`config.mk`:
```
export PLATFORM = sky130hd
export DESIGN_NAME = pin_io_cell
export DESIGN_NICKNAME = d
export VERILOG_FILES = /design/src/rtl/pin_io_pkg.sv /design/src/rtl/pin_io_out_path.sv /design/src/rtl/pin_io_clk_sel.sv /design/src/rtl/pin_io_capture.sv /design/src/rtl/pin_io_cell.sv
export SDC_FILE = /design/constraint.sdc
export NUM_CORES = 1
export LEC_CHECK = 0
export BUFFER_PORTS_ARGS = -buffer_cell sky130_fd_sc_hd__buf_2
export CORE_UTILIZATION = 39
export CTS_BUF_LIST = sky130_fd_sc_hd__clkbuf_16
export DETAILED_ROUTE_END_ITERATION = 7
export PLACE_DENSITY = 0.81
export SYNTH_ARGS = -nofsm -noshare
export SYNTH_HDL_FRONTEND = slang
export SYNTH_SLANG_ARGS = --single-unit
export TNS_END_PERCENT = 50
```
`constraint.sdc`:
```
create_clock -name clk_i -period 2.4 [get_ports clk_i]
set_input_delay 0.24 -clock clk_i [delete_from_list [all_inputs] [get_ports clk_i]]
set_output_delay 0.24 -clock clk_i [all_outputs]
set_load 0.05 [all_outputs]
```
`src/rtl/pin_io_pkg.sv`:
```
package pin_io_pkg;
  typedef enum logic [1:0] {
    CAP_BYPASS = 2'b00,
    CAP_REG    = 2'b01,
    CAP_LATCH  = 2'b10,
    CAP_RSVD   = 2'b11
  } cap_mode_e;

  typedef enum logic [1:0] {
    SRC_A = 2'b00,
    SRC_B = 2'b01,
    SRC_C = 2'b10,
    SRC_Q = 2'b11
  } out_src_e;
endpackage

```
`src/rtl/pin_io_out_path.sv`:
```
module pin_io_out_path
  import pin_io_pkg::*;
#(
  parameter int W = 4
) (
  input  logic [W-1:0] a_i,
  input  logic [W-1:0] b_i,
  input  logic [W-1:0] c_i,
  input  logic [W-1:0] q_i,
  input  out_src_e     sel_i,
  input  logic         inv_i,
  input  logic         oe_i,
  output logic [W-1:0] pad_o,
  output logic [W-1:0] pad_oe_o
);
  for (genvar g = 0; g < W; g++) begin : g_lane
    logic src;
    always_comb begin
      unique case (sel_i)
        SRC_A:   src = a_i[g];
        SRC_B:   src = b_i[g];
        SRC_C:   src = c_i[g];
        default: src = q_i[g];
      endcase
    end
    assign pad_o[g]    = src ^ inv_i;
    assign pad_oe_o[g] = oe_i;
  end
endmodule

```
`src/rtl/pin_io_clk_sel.sv`:
```
module pin_io_clk_sel #(
  parameter int NCLK = 4,
  localparam int SELW = (NCLK > 1) ? $clog2(NCLK) : 1
) (
  input  logic            clk_i,
  input  logic            rst_ni,
  input  logic [NCLK-1:0] src_i,
  input  logic [SELW-1:0] sel_i,
  output logic            lvl_o,
  output logic            rise_o
);
  logic lvl_q;

  assign lvl_o  = (int'(sel_i) < NCLK) ? src_i[sel_i] : 1'b0;
  assign rise_o = lvl_o & ~lvl_q;

  always_ff @(posedge clk_i or negedge rst_ni) begin
    if (!rst_ni) lvl_q <= 1'b0;
    else         lvl_q <= lvl_o;
  end

  // a rise is never reported two edges in a row
  a_r5_single_rise: assert property (@(posedge clk_i) disable iff (!rst_ni)
    rise_o |=> !rise_o);
endmodule

```
`src/rtl/pin_io_capture.sv`:
```
module pin_io_capture
  import pin_io_pkg::*;
#(
  parameter int W = 4
) (
  input  logic         clk_i,
  input  logic         rst_ni,
  input  cap_mode_e    mode_i,
  input  logic         lvl_i,
  input  logic         rise_i,
  input  logic [W-1:0] pad_i,
  output logic [W-1:0] fb_o
);
  logic [W-1:0] cap_q;
  logic         load;

  always_comb begin
    unique case (mode_i)
      CAP_REG:   load = rise_i;
      CAP_LATCH: load = lvl_i;
      default:   load = 1'b0;
    endcase
  end

  always_ff @(posedge clk_i or negedge rst_ni) begin
    if (!rst_ni)   cap_q <= '0;
    else if (load) cap_q <= pad_i;
  end

  always_comb begin
    unique case (mode_i)
      CAP_REG:   fb_o = cap_q;
      CAP_LATCH: fb_o = lvl_i ? pad_i : cap_q;
      default:   fb_o = pad_i;
    endcase
  end


  a_r5_reg_capture: assert property (@(posedge clk_i) disable iff (!rst_ni)
    (mode_i == CAP_REG && rise_i) |=> cap_q == $past(pad_i));

  a_r6_reg_hold: assert property (@(posedge clk_i) disable iff (!rst_ni)
    (mode_i == CAP_REG && !rise_i) |=> $stable(cap_q));

  a_r8_latch_hold: assert property (@(posedge clk_i) disable iff (!rst_ni)
    (mode_i == CAP_LATCH && !lvl_i) |=> $stable(cap_q));
endmodule

```
`src/rtl/pin_io_cell.sv`:
```
module pin_io_cell
  import pin_io_pkg::*;
#(
  parameter int W    = 4,
  parameter int NCLK = 4,
  localparam int SELW = (NCLK > 1) ? $clog2(NCLK) : 1
) (
  input  logic            clk_i,
  input  logic            rst_ni,
  input  logic [W-1:0]    lcc_a_i,
  input  logic [W-1:0]    lcc_b_i,
  input  logic [W-1:0]    lcc_c_i,
  input  logic [W-1:0]    lcc_q_i,
  input  logic [1:0]      out_sel_i,
  input  logic            out_inv_i,
  input  logic            oe_i,
  output logic [W-1:0]    pad_o,
  output logic [W-1:0]    pad_oe_o,
  input  logic [W-1:0]    pad_i,
  input  logic [1:0]      cap_mode_i,
  input  logic [NCLK-1:0] clk_src_i,
  input  logic [SELW-1:0] clk_sel_i,
  output logic [W-1:0]    fb_o
);
  logic cap_lvl, cap_rise;

  pin_io_out_path #(.W(W)) u_out (
    .a_i(lcc_a_i), .b_i(lcc_b_i), .c_i(lcc_c_i), .q_i(lcc_q_i),
    .sel_i(out_src_e'(out_sel_i)), .inv_i(out_inv_i), .oe_i(oe_i),
    .pad_o(pad_o), .pad_oe_o(pad_oe_o)
  );

  pin_io_clk_sel #(.NCLK(NCLK)) u_clk (
    .clk_i(clk_i), .rst_ni(rst_ni), .src_i(clk_src_i), .sel_i(clk_sel_i),
    .lvl_o(cap_lvl), .rise_o(cap_rise)
  );

  pin_io_capture #(.W(W)) u_cap (
    .clk_i(clk_i), .rst_ni(rst_ni), .mode_i(cap_mode_e'(cap_mode_i)),
    .lvl_i(cap_lvl), .rise_i(cap_rise), .pad_i(pad_i), .fb_o(fb_o)
  );


  a_r3_oe_follows: assert property (@(posedge clk_i) disable iff (!rst_ni)
    pad_oe_o == {W{oe_i}});

  a_r4_bypass: assert property (@(posedge clk_i) disable iff (!rst_ni)
    (cap_mode_i == 2'b00 || cap_mode_i == 2'b11) |-> fb_o == pad_i);
endmodule

```
==> flow_summary.yaml, run 1 <==
place:
  dpl_cell_area_um2: 712
  port_buffers: 40
  gp_congestion: 0.776
  dp_hpwl_mm: 1.23
clocking:
  clk_pin_slew_ns: 0.03
  htreeDepth: 1
  cts.path.max_buffers: 2
  insertion_delay_ns: 0.22
  cts_resized: 0
  clock_sinks: 5
  numCtsBuffers: 3
  cts_tree: "built"
  clock-root-buffer: "clkbuf_16"
pwr:
  comb_power_share_pct: 34.9
  power_leakage_uw: 0.000403
  swShare_pct: 33.1
  p_clk_share_pct: 43.8
  ir_drop_uv: 469
  p_int_uw: 408
  switching_power_uw: 202
  power_density_nw_per_um2: 762
  pwr-share-seq_pct: 21.2
setup_path:
  startpoint_type: "primary input"
  worst-setup-path-type: "in2out"
  crit_required_ns: 2.16
  r2r_end: "u_cap.cap_q[0]$_DFFE_PN0P_"
  crit_arrival_ns: 1.51
  regToRegSetupSlack_ns: 1.31
  timing.rr.start: "u_clk.lvl_q$_DFF_PN0_"
  worstRegToRegCells: 3
  cp-end-kind: "output pin"
  critPathMaxFanout: 10
layout:
  final_common_cell: "buf_2"
  mostFrequentLayoutCells: "40 x buf_2, 8 x nand3_1, 5 x mux4_2, 5 x dfrtp_1"
  drive_gt1_share_pct: 60.2
  utilization_pct: 67.5
  nets: 125
  fin_area_um2: 801
  multiInputGateArea_um2: 358
  seqCellArea_um2: 125
  areaGrowthSynthToFinish_pct: 49.5
  n_fill_cell: 97
  n_antenna_cell: 0
timing:
  period_minus_slack_ns: 1.75
  fin_crit_sh_pct: 72.8
  fmax_mhz: 573
  final_max_slew_viol_count: 0
  rsz0062_at_grt: "no"
  worstMarginPinSlew_ns: 0.297
  slew_headroom_pct: 80.2
  setup_tns_ns: 0
  fin_hold_ws_ns: 0.285
  finalHoldViolCount: 0
  setup_viol: 0
  finClkSkew_ns: 0.00320
min_path:
  hold_path.class: "in2reg"
  hold_depth: 2
  min_to: "u_cap.cap_q[2]$_DFFE_PN0P_"
  worstHoldStart: "pad_i[2]"
yosys:
  synth_fa_ha_area_share_pct: 4.67
  yosys.area_share.simple_pct: 16.6
  synth-seq-area-share_pct: 23.4
  yosys.area.top_type: "dfrtp_1"
  synth_compound_area_share_pct: 9.58
  yosys_warnings: 0
  syn_area_um2: 536
  syn_nets: 84
  syn_avg_cell_area_um2: 11.2
  synthMuxAreaShare_pct: 29.4
  synth-seq-cells: 5
  yosys.area.top_type_share_pct: 23.4
  synthDistinctLibCells: 13
  synth.area.top_cells: "dfrtp_1 23%, mux4_2 21%, mux2_2 8.4%"
  synth_top_family_by_area: "multiplexers"
  synth-xor-area-share_pct: 6.54
  syn_inst: 48
global_routing:
  grt_pass1_vias: 560
  track_usage_pct: 23.7
  grt_max_degree: 11
  antenna_found_initial: 0
  overflow: 0
  grt_pass1_wl_mm: 2.31
routing:
  wire_per_inst_um: 14.1
  route.detailed.drc: 0
  drtIter0Drc: 7
  viasPerCell: 5.24
  drtPass1Iterations: 4
  wl_mm: 1.44
  route.vias.total: 534
  ant_nets: 0
floorplan:
  die_x_um: 39.1
  initial_core_util_pct: 45.1
  row_count: 12
  io_pins: 46
  die-area_um2: 1530
  die_h_um: 39.1
  core-area_um2: 1190
job:
  maxCapViolCount: 0
status:
  outcome: "finished clean"
[power by group through the flow]
stage	registers, µW	logic, µW	clock network [µW]
2_1_floorplan	123	173	0
3_3_place_gp	128	208	0
3_5_place_dp	128	213	0
4_1_cts	128	216	271
5_1_grt	132	230	285
6_report	130	213	267
[worst max path at each step]
stage	endpoint	depth (start not counted)	slack, ns	startpoint
2_1_floorplan	pad_o[0]	2	0.67	out_sel_i[0]
3_3_place_gp	fb_o[1]	5	0.67	clk_sel_i[0]
3_5_place_dp	fb_o[2]	5	0.65	clk_sel_i[0]
4_1_cts	fb_o[2]	5	0.65	clk_sel_i[0]
5_1_grt	fb_o[0]	7	0.54	cap_mode_i[0]
6_report	fb_o[2]	5	0.65	clk_sel_i[0]
[per-layer routing]
| layer | vias up | wire [µm] | global-route usage, % |
|---|---|---|---|
| li1 | 260 | - | - |
| met1 | 245 | 502 | 22.6 |
| met2 | 24 | 819 | 45.0 |
| met3 | 5 | 72 | 4.62 |
| met4 | 0 | 41 | 14.7 |
| met5 | - | 0 | 0 |
[logic make-up (layout without fill, tap and decap cells)]
logic type | after synthesis | in the layout
buffers and inverters | 8 | 48
XOR/XNOR | 4 | 4
AO/OA/AOI/OAI | 5 | 5
adder cells (fa/ha/maj) | 2 | 2
multiplexers | 9 | 9
flip-flops | 5 | 5
AND/OR/NAND/NOR | 15 | 15
[flip-flops by register name, summed over array words and instances, names as in the netlist]
| signal | cells |
|---|---|
| u_cap.cap_q | 4 |
| u_clk.lvl_q | 1 |
[repair_timing]
action                    in CTS  in global routing
hold endpoints to repair       5                  0
buffers inserted               0                  0
hold buffers                   1                  0
[Yosys cell counts]
| library cell | number |
|---|---|
| buf_4 | 4 |
| dfrtp_1 | 5 |
| ha_1 | 2 |
| nor2b_1 | 3 |
| mux2_2 | 4 |
| inv_1 | 3 |
| mux4_2 | 5 |
| nand3_1 | 8 |
| xor2_1 | 4 |
| buf_6 | 1 |
| a22oi_1 | 4 |
| nand3b_1 | 4 |
| o211ai_4 | 1 |
[area by class of cell]
class	instances	area share, %
Timing Repair Buffer	41	26.3
Tap cell	14	2.19
Inverter	3	1.41
Clock buffer	3	9.38
Sequential cell	5	15.6
Multi-Input combinational cell	35	44.7
Clock inverter	1	0.469
[through the flow]
stage	power, µW	setup slack [ns]	std cells
finish	610	0.654	102
global route	648	0.536	102
CTS	615	0.650	102
detailed placement	341	0.651	97
global placement	335	0.674	97
floorplan	296	0.669	48
[worst max-delay path, stage by stage]
cell and delay, ns:
buf_2 0.09, mux4_2 0.61, nand3b_1 0.21, nand3_1 0.09, buf_2 0.26
Power figures use the tool's default switching activity.
==> inputs of run 2 (changes only) <==
--- a/config.mk
+++ b/config.mk
@@ -6,10 +6,10 @@
 export NUM_CORES = 1
 export LEC_CHECK = 0
 export BUFFER_PORTS_ARGS = -buffer_cell sky130_fd_sc_hd__buf_2
-export CORE_UTILIZATION = 39
+export CORE_UTILIZATION = 33
 export CTS_BUF_LIST = sky130_fd_sc_hd__clkbuf_16
 export DETAILED_ROUTE_END_ITERATION = 7
-export PLACE_DENSITY = 0.81
+export PLACE_DENSITY = 0.73
 export SYNTH_ARGS = -nofsm -noshare
 export SYNTH_HDL_FRONTEND = slang
 export SYNTH_SLANG_ARGS = --single-unit
==> constraint.sdc (replaced) <==
create_clock -name clk_i -period 1.55 [get_ports clk_i]
set_input_delay 0.155 -clock clk_i [delete_from_list [all_inputs] [get_ports clk_i]]
set_output_delay 0.155 -clock clk_i [all_outputs]
set_load 0.05 [all_outputs]
==> run 2 against run 1 <==
Combinational power is 65% higher. Worst setup slack got worse by 0.60 ns. Non-clock buffer count up 3. Sequential share of layout area is 0.92 points lower. Sequential cell count unchanged. Register-to-register slack worse by 0.83 ns. Clock skew decreased by 0.0021 ns. Cell count up 4.9%. Cell area increased by 6.3%. Routed wire length decreased by 6.3%. Critical endpoint unchanged. Largest power group unchanged.
==> flow_summary.yaml, run 2 (synthesis gave the netlist of run 1 again) <==
setup_path:
  worstRegToRegCells: 3
  timing.rr.start: "u_clk.lvl_q$_DFF_PN0_"
  r2r_end: "u_cap.cap_q[0]$_DFFE_PN0P_"
  worst-setup-path-type: "in2out"
  crit_arrival_ns: 1.34
  startpoint_type: "primary input"
  critPathMaxFanout: 10
  crit_required_ns: 1.39
  cp-end-kind: "output pin"
  regToRegSetupSlack_ns: 0.48
pwr:
  power_leakage_uw: 0.000423
  ir_drop_uv: 865
  power_density_nw_per_um2: 1140
layout:
  reg_top3: "u_cap.cap_q (4), u_clk.lvl_q (1)"
  mostFrequentLayoutCells: "36 x buf_2, 8 x nand3_1, 7 x buf_4"
  final_common_cell: "buf_2"
  nets: 128
  largest_reg_flops: 4
  regMostFlops: "u_cap.cap_q"
  drive_gt1_share_pct: 63.7
  areaGrowthSynthToFinish_pct: 58.9
  n_antenna_cell: 0
  utilization_pct: 56.5
clocking:
  cts.path.max_buffers: 2
  clock_sinks: 5
  insertion_delay_ns: 0.23
  clock-root-buffer: "clkbuf_16"
  clk_pin_slew_ns: 0.03
  htreeDepth: 1
  cts_tree: "built"
  numCtsBuffers: 3
floorplan:
  core-area_um2: 1510
  initial_core_util_pct: 35.5
  die_x_um: 42.3
  die_h_um: 42.3
  io_pins: 46
  die-area_um2: 1790
  row_count: 14
routing:
  wire_per_inst_um: 12.6
  route.detailed.drc: 0
  wl_mm: 1.35
  ant_nets: 0
  drtIter0Drc: 5
  viasPerCell: 5.19
  drtPass1Iterations: 3
  route.vias.total: 555
min_path:
  worstHoldStart: "pad_i[1]"
  hold_depth: 2
  hold_path.class: "in2reg"
  min_to: "u_cap.cap_q[1]$_DFFE_PN0P_"
timing:
  setup_tns_ns: 0
  worstMarginPinSlew_ns: 0.337
  final_max_slew_viol_count: 0
  period_minus_slack_ns: 1.50
  setup_viol: 0
  rsz0062_at_grt: "no"
  fmax_mhz: 669
  finalHoldViolCount: 0
  fin_crit_sh_pct: 96.5
  slew_headroom_pct: 77.5
  finClkSkew_ns: 0.00113
global_routing:
  grt_pass1_vias: 553
  overflow: 0
  grt_pass1_wl_mm: 2.20
  track_usage_pct: 16.6
  grt_max_degree: 11
  antenna_found_initial: 0
status:
  outcome: "finished clean"
job:
  maxCapViolCount: 0
place:
  gp_congestion: 0.777
  port_buffers: 40
  dp_hpwl_mm: 1.07
==> run 2: changes by cell type in the layout (fill, tap and decap cells not counted) <==
cell / before / now
xor2_1: 4 / 2
buf_2: 40 / 36
xor2_2: 0 / 2
buf_4: 0 / 7
==> run 2: cell type report <==
type | instances | area (µm²)
fillers | 134 | 656
flip-flops and latches | 5 | 125
well taps | 16 | 20.0
repair buffers | 44 | 243
multi-input cells | 35 | 373
inverters | 3 | 11.3
clock inverters | 1 | 3.75
clock buffers | 3 | 75.1
==> run 2: critical path: stages <==
cell and delay [ns]:
buf_2 0.09, mux4_2 0.58, nand3b_1 0.21, nand3_1 0.11, buf_4 0.20
==> run 2: routing by layer <==
metal | up-vias | GRT usage, % | routed length, µm
li1 | 262 | - | -
met1 | 253 | 15.6 | 487
met2 | 38 | 29.2 | 691
met3 | 2 | 6.47 | 149
met4 | 0 | 11.3 | 16
met5 | - | 0 | 0
==> run 2: timing repair <==
action / CTS / global route
hold buffers: 1 / 0
endpoints found under the setup margin: 4 / 4
gates resized for setup: 4 / 0
hold endpoints to repair: 5 / 0
pin swaps: 0 / 0
setup buffers: 0 / 1
cloned: 0 / 0
==> run 2: power by group <==
part / switching, µW / internal (µW) / leakage [µW]
Sequential: 27.7 / 170 / 0.0000593
Clock: 85.6 / 334 / 0.0000423
Combinational: 204 / 147 / 0.000321
Total: 317 / 651 / 0.000423
==> run 2: worst max-delay path by stage <==
stage	to	startpoint	depth (start not counted)	slack, ns
2_1_floorplan	pad_o[2]	out_sel_i[0]	2	-0.01
3_3_place_gp	fb_o[0]	clk_sel_i[0]	5	-0.006
3_5_place_dp	fb_o[1]	clk_sel_i[0]	5	-0.02
4_1_cts	fb_o[2]	clk_sel_i[0]	5	0.02
5_1_grt	fb_o[2]	cap_mode_i[0]	7	0.004
6_report	fb_o[2]	clk_sel_i[0]	5	0.05
==> run 2: per-stage QoR <==
| step | total power (µW) | hold slack (ns) | setup slack (ns) | instances | instance area (µm²) |
|---|---|---|---|---|---|
| 6_report | 968 | 0.196 | 0.0542 | 107 | 851 |
| 3_3_place_gp | 525 | -0.0242 | -0.00615 | 101 | 744 |
| 2_1_floorplan | 462 | -0.141 | -0.0111 | 48 | 551 |
| 5_1_grt | 1010 | 0.198 | 0.00386 | 107 | 851 |
| 3_5_place_dp | 535 | -0.0244 | -0.0204 | 101 | 744 |
| 4_1_cts | 976 | 0.196 | 0.0170 | 106 | 843 |
==> inputs of run 3 (changes only) <==
--- a/config.mk
+++ b/config.mk
@@ -6,10 +6,10 @@
 export NUM_CORES = 1
 export LEC_CHECK = 0
 export BUFFER_PORTS_ARGS = -buffer_cell sky130_fd_sc_hd__buf_2
-export CORE_UTILIZATION = 33
+export CORE_UTILIZATION = 37
 export CTS_BUF_LIST = sky130_fd_sc_hd__clkbuf_16
 export DETAILED_ROUTE_END_ITERATION = 7
-export PLACE_DENSITY = 0.73
+export PLACE_DENSITY = 0.77
 export SYNTH_ARGS = -nofsm -noshare
 export SYNTH_HDL_FRONTEND = slang
 export SYNTH_SLANG_ARGS = --single-unit
==> constraint.sdc (replaced) <==
create_clock -name clk_i -period 1.58 [get_ports clk_i]
set_input_delay 0.158 -clock clk_i [delete_from_list [all_inputs] [get_ports clk_i]]
set_output_delay 0.158 -clock clk_i [all_outputs]
set_load 0.05 [all_outputs]
==> run 3 against run 2 <==
Sequential cell count unchanged. Sequential share of layout area up 0.24 points. Register-to-register slack about the same. First-iteration DRC count down 60%. Non-clock buffer count unchanged. Critical path depth unchanged. Clock power down 4%. Hold slack better by 0.011 ns. Worst setup slack worse by 0.0048 ns. Largest cell class unchanged. Largest power group unchanged.
==> flow_summary.yaml, run 3 (synthesis gave the netlist of run 1 again) <==
status:
  outcome: "finished clean"
setup_path:
  cp-end-kind: "output pin"
  crit_end: "fb_o[1]"
  crit_required_ns: 1.42
  regToRegSetupSlack_ns: 0.49
  r2r_end: "u_cap.cap_q[2]$_DFFE_PN0P_"
  crit_arrival_ns: 1.37
  worstRegToRegCells: 3
  critPathMaxFanout: 10
  startpoint_type: "primary input"
  timing.rr.start: "u_clk.lvl_q$_DFF_PN0_"
  cp-startpoint: "clk_sel_i[0]"
  worst-setup-path-type: "in2out"
timing:
  fmax_mhz: 653
  setup_viol: 0
  rsz0062_at_grt: "no"
  slew_headroom_pct: 83.4
  period_minus_slack_ns: 1.53
  finClkSkew_ns: 0.00162
  finalHoldViolCount: 0
  worstMarginPinSlew_ns: 0.251
  setup_tns_ns: 0
  setup_slack_ns: 0.0494
  final_max_slew_viol_count: 0
  fin_crit_sh_pct: 96.9
layout:
  areaGrowthSynthToFinish_pct: 56.3
  drive_gt1_share_pct: 63.7
  nets: 128
  final_common_cell: "buf_2"
  n_antenna_cell: 0
  regMostFlops: "u_cap.cap_q"
  mostFrequentLayoutCells: "37 x buf_2, 8 x nand3_1, 5 x mux4_2, 5 x dfrtp_1"
  largest_reg_flops: 4
  reg_top3: "u_cap.cap_q (4), u_clk.lvl_q (1)"
  n_fill_cell: 117
  stdcell_count: 106
floorplan:
  die_x_um: 40.0
  initial_core_util_pct: 40.6
  die-area_um2: 1600
  row_count: 13
  io_pins: 46
  core-area_um2: 1320
  die_h_um: 40.0
pwr:
  finalPower_uw: 933
  p_clk_share_pct: 43.4
  swShare_pct: 32.1
  power_density_nw_per_um2: 1110
  comb_power_share_pct: 36.1
  ir_drop_uv: 861
  switching_power_uw: 300
  p_int_uw: 633
  pwr-share-seq_pct: 20.5
  power_leakage_uw: 0.000420
global_routing:
  grt_max_degree: 11
  grt_use_met1_pct: 13.7
  use_met3_pct: 7.22
  met2_usage_pct: 32.3
  grt_pass1_wl_mm: 1.75
  grt_pass1_vias: 499
  antenna_found_initial: 0
  overflow: 0
  track_usage_pct: 16.9
  top_usage_layer: "met2"
clocking:
  cts.path.max_buffers: 2
  htreeDepth: 1
  clk_pin_slew_ns: 0.03
  numCtsBuffers: 3
  clock-root-buffer: "clkbuf_16"
  clock_sinks: 5
  insertion_delay_ns: 0.23
  cts_tree: "built"
min_path:
  hold_path.class: "in2reg"
  hold_depth: 2
place:
  port_buffers: 40
  place_ws_ns: 0.00784
  place_inst: 100
  gp_congestion: 0.745
  dp_hpwl_mm: 1.09
routing:
  drtPass1Iterations: 3
  wl_mm: 1.27
  route.vias.total: 543
  wire_per_inst_um: 12.0
  viasPerCell: 5.12
  route.detailed.drc: 0
  ant_nets: 0
  drtIter0Drc: 2
job:
  maxCapViolCount: 0
-- run 3: cell types whose count changed in the layout (fill, tap and decap cells not counted), sizes merged --
cell	previous run	this run
buf	43	40
clkbuf	3	6
-- run 3: area by class of cell --
type                    count  area, µm²  area share [%]
inverters                   3       11.3            1.35
multi-input cells          35        363            43.3
repair buffers             44        240            28.7
flip-flops and latches      5        125            14.9
clock buffers               3       75.1            8.97
clock inverters             1       3.75           0.448
well taps                  15       18.8            2.24
-- run 3: metal layers --
layer | vias to the layer above | routed length (µm)
met5 | - | 0
met2 | 34 | 693
met1 | 243 | 415
met4 | 0 | 0
li1 | 266 | -
met3 | 0 | 165
-- run 3: worst min-delay path by stage --
stage                  start                          to  slack, ns
floorplan             rst_ni  u_cap.cap_q[0]$_DFFE_PN0P_      -0.14
global placement      rst_ni  u_cap.cap_q[3]$_DFFE_PN0P_      -0.02
detailed placement    rst_ni  u_cap.cap_q[3]$_DFFE_PN0P_      -0.02
CTS                 pad_i[3]  u_cap.cap_q[3]$_DFFE_PN0P_       0.21
global route        pad_i[3]  u_cap.cap_q[3]$_DFFE_PN0P_       0.21
finish              pad_i[1]  u_cap.cap_q[1]$_DFFE_PN0P_       0.21
-- run 3: power groups by stage --
stage / registers, µW / clock network [µW] / logic [µW]
after floorplan: 186 / 0 / 263
after global placement: 191 / 0 / 318
after detailed placement: 193 / 0 / 326
after CTS: 192 / 413 / 329
after global routing: 194 / 420 / 362
final: 191 / 404 / 337
-- run 3: timing repair --
item                       CTS  global route
setup buffers                0             1
setup endpoints to repair    0             4
hold buffers                 1             0
hold endpoints to repair     5             0
gates resized for setup      0             5
-- run 3: through the flow --
stage / utilization (%) / hold WS (ns) / instance area (µm²)
floorplan: - / -0.138 / 536
global placement: 55.3 / -0.0216 / 728
detailed placement: 55.3 / -0.0199 / 728
CTS: 62.0 / 0.207 / 817
global route: 63.5 / 0.211 / 837
finish: 63.5 / 0.207 / 837
-- run 3: worst max-delay path, cell delays in order --
cell and delay, ns:
buf_2 0.09, mux4_2 0.59, nand3b_1 0.19, nand3_1 0.08, buf_2 0.26
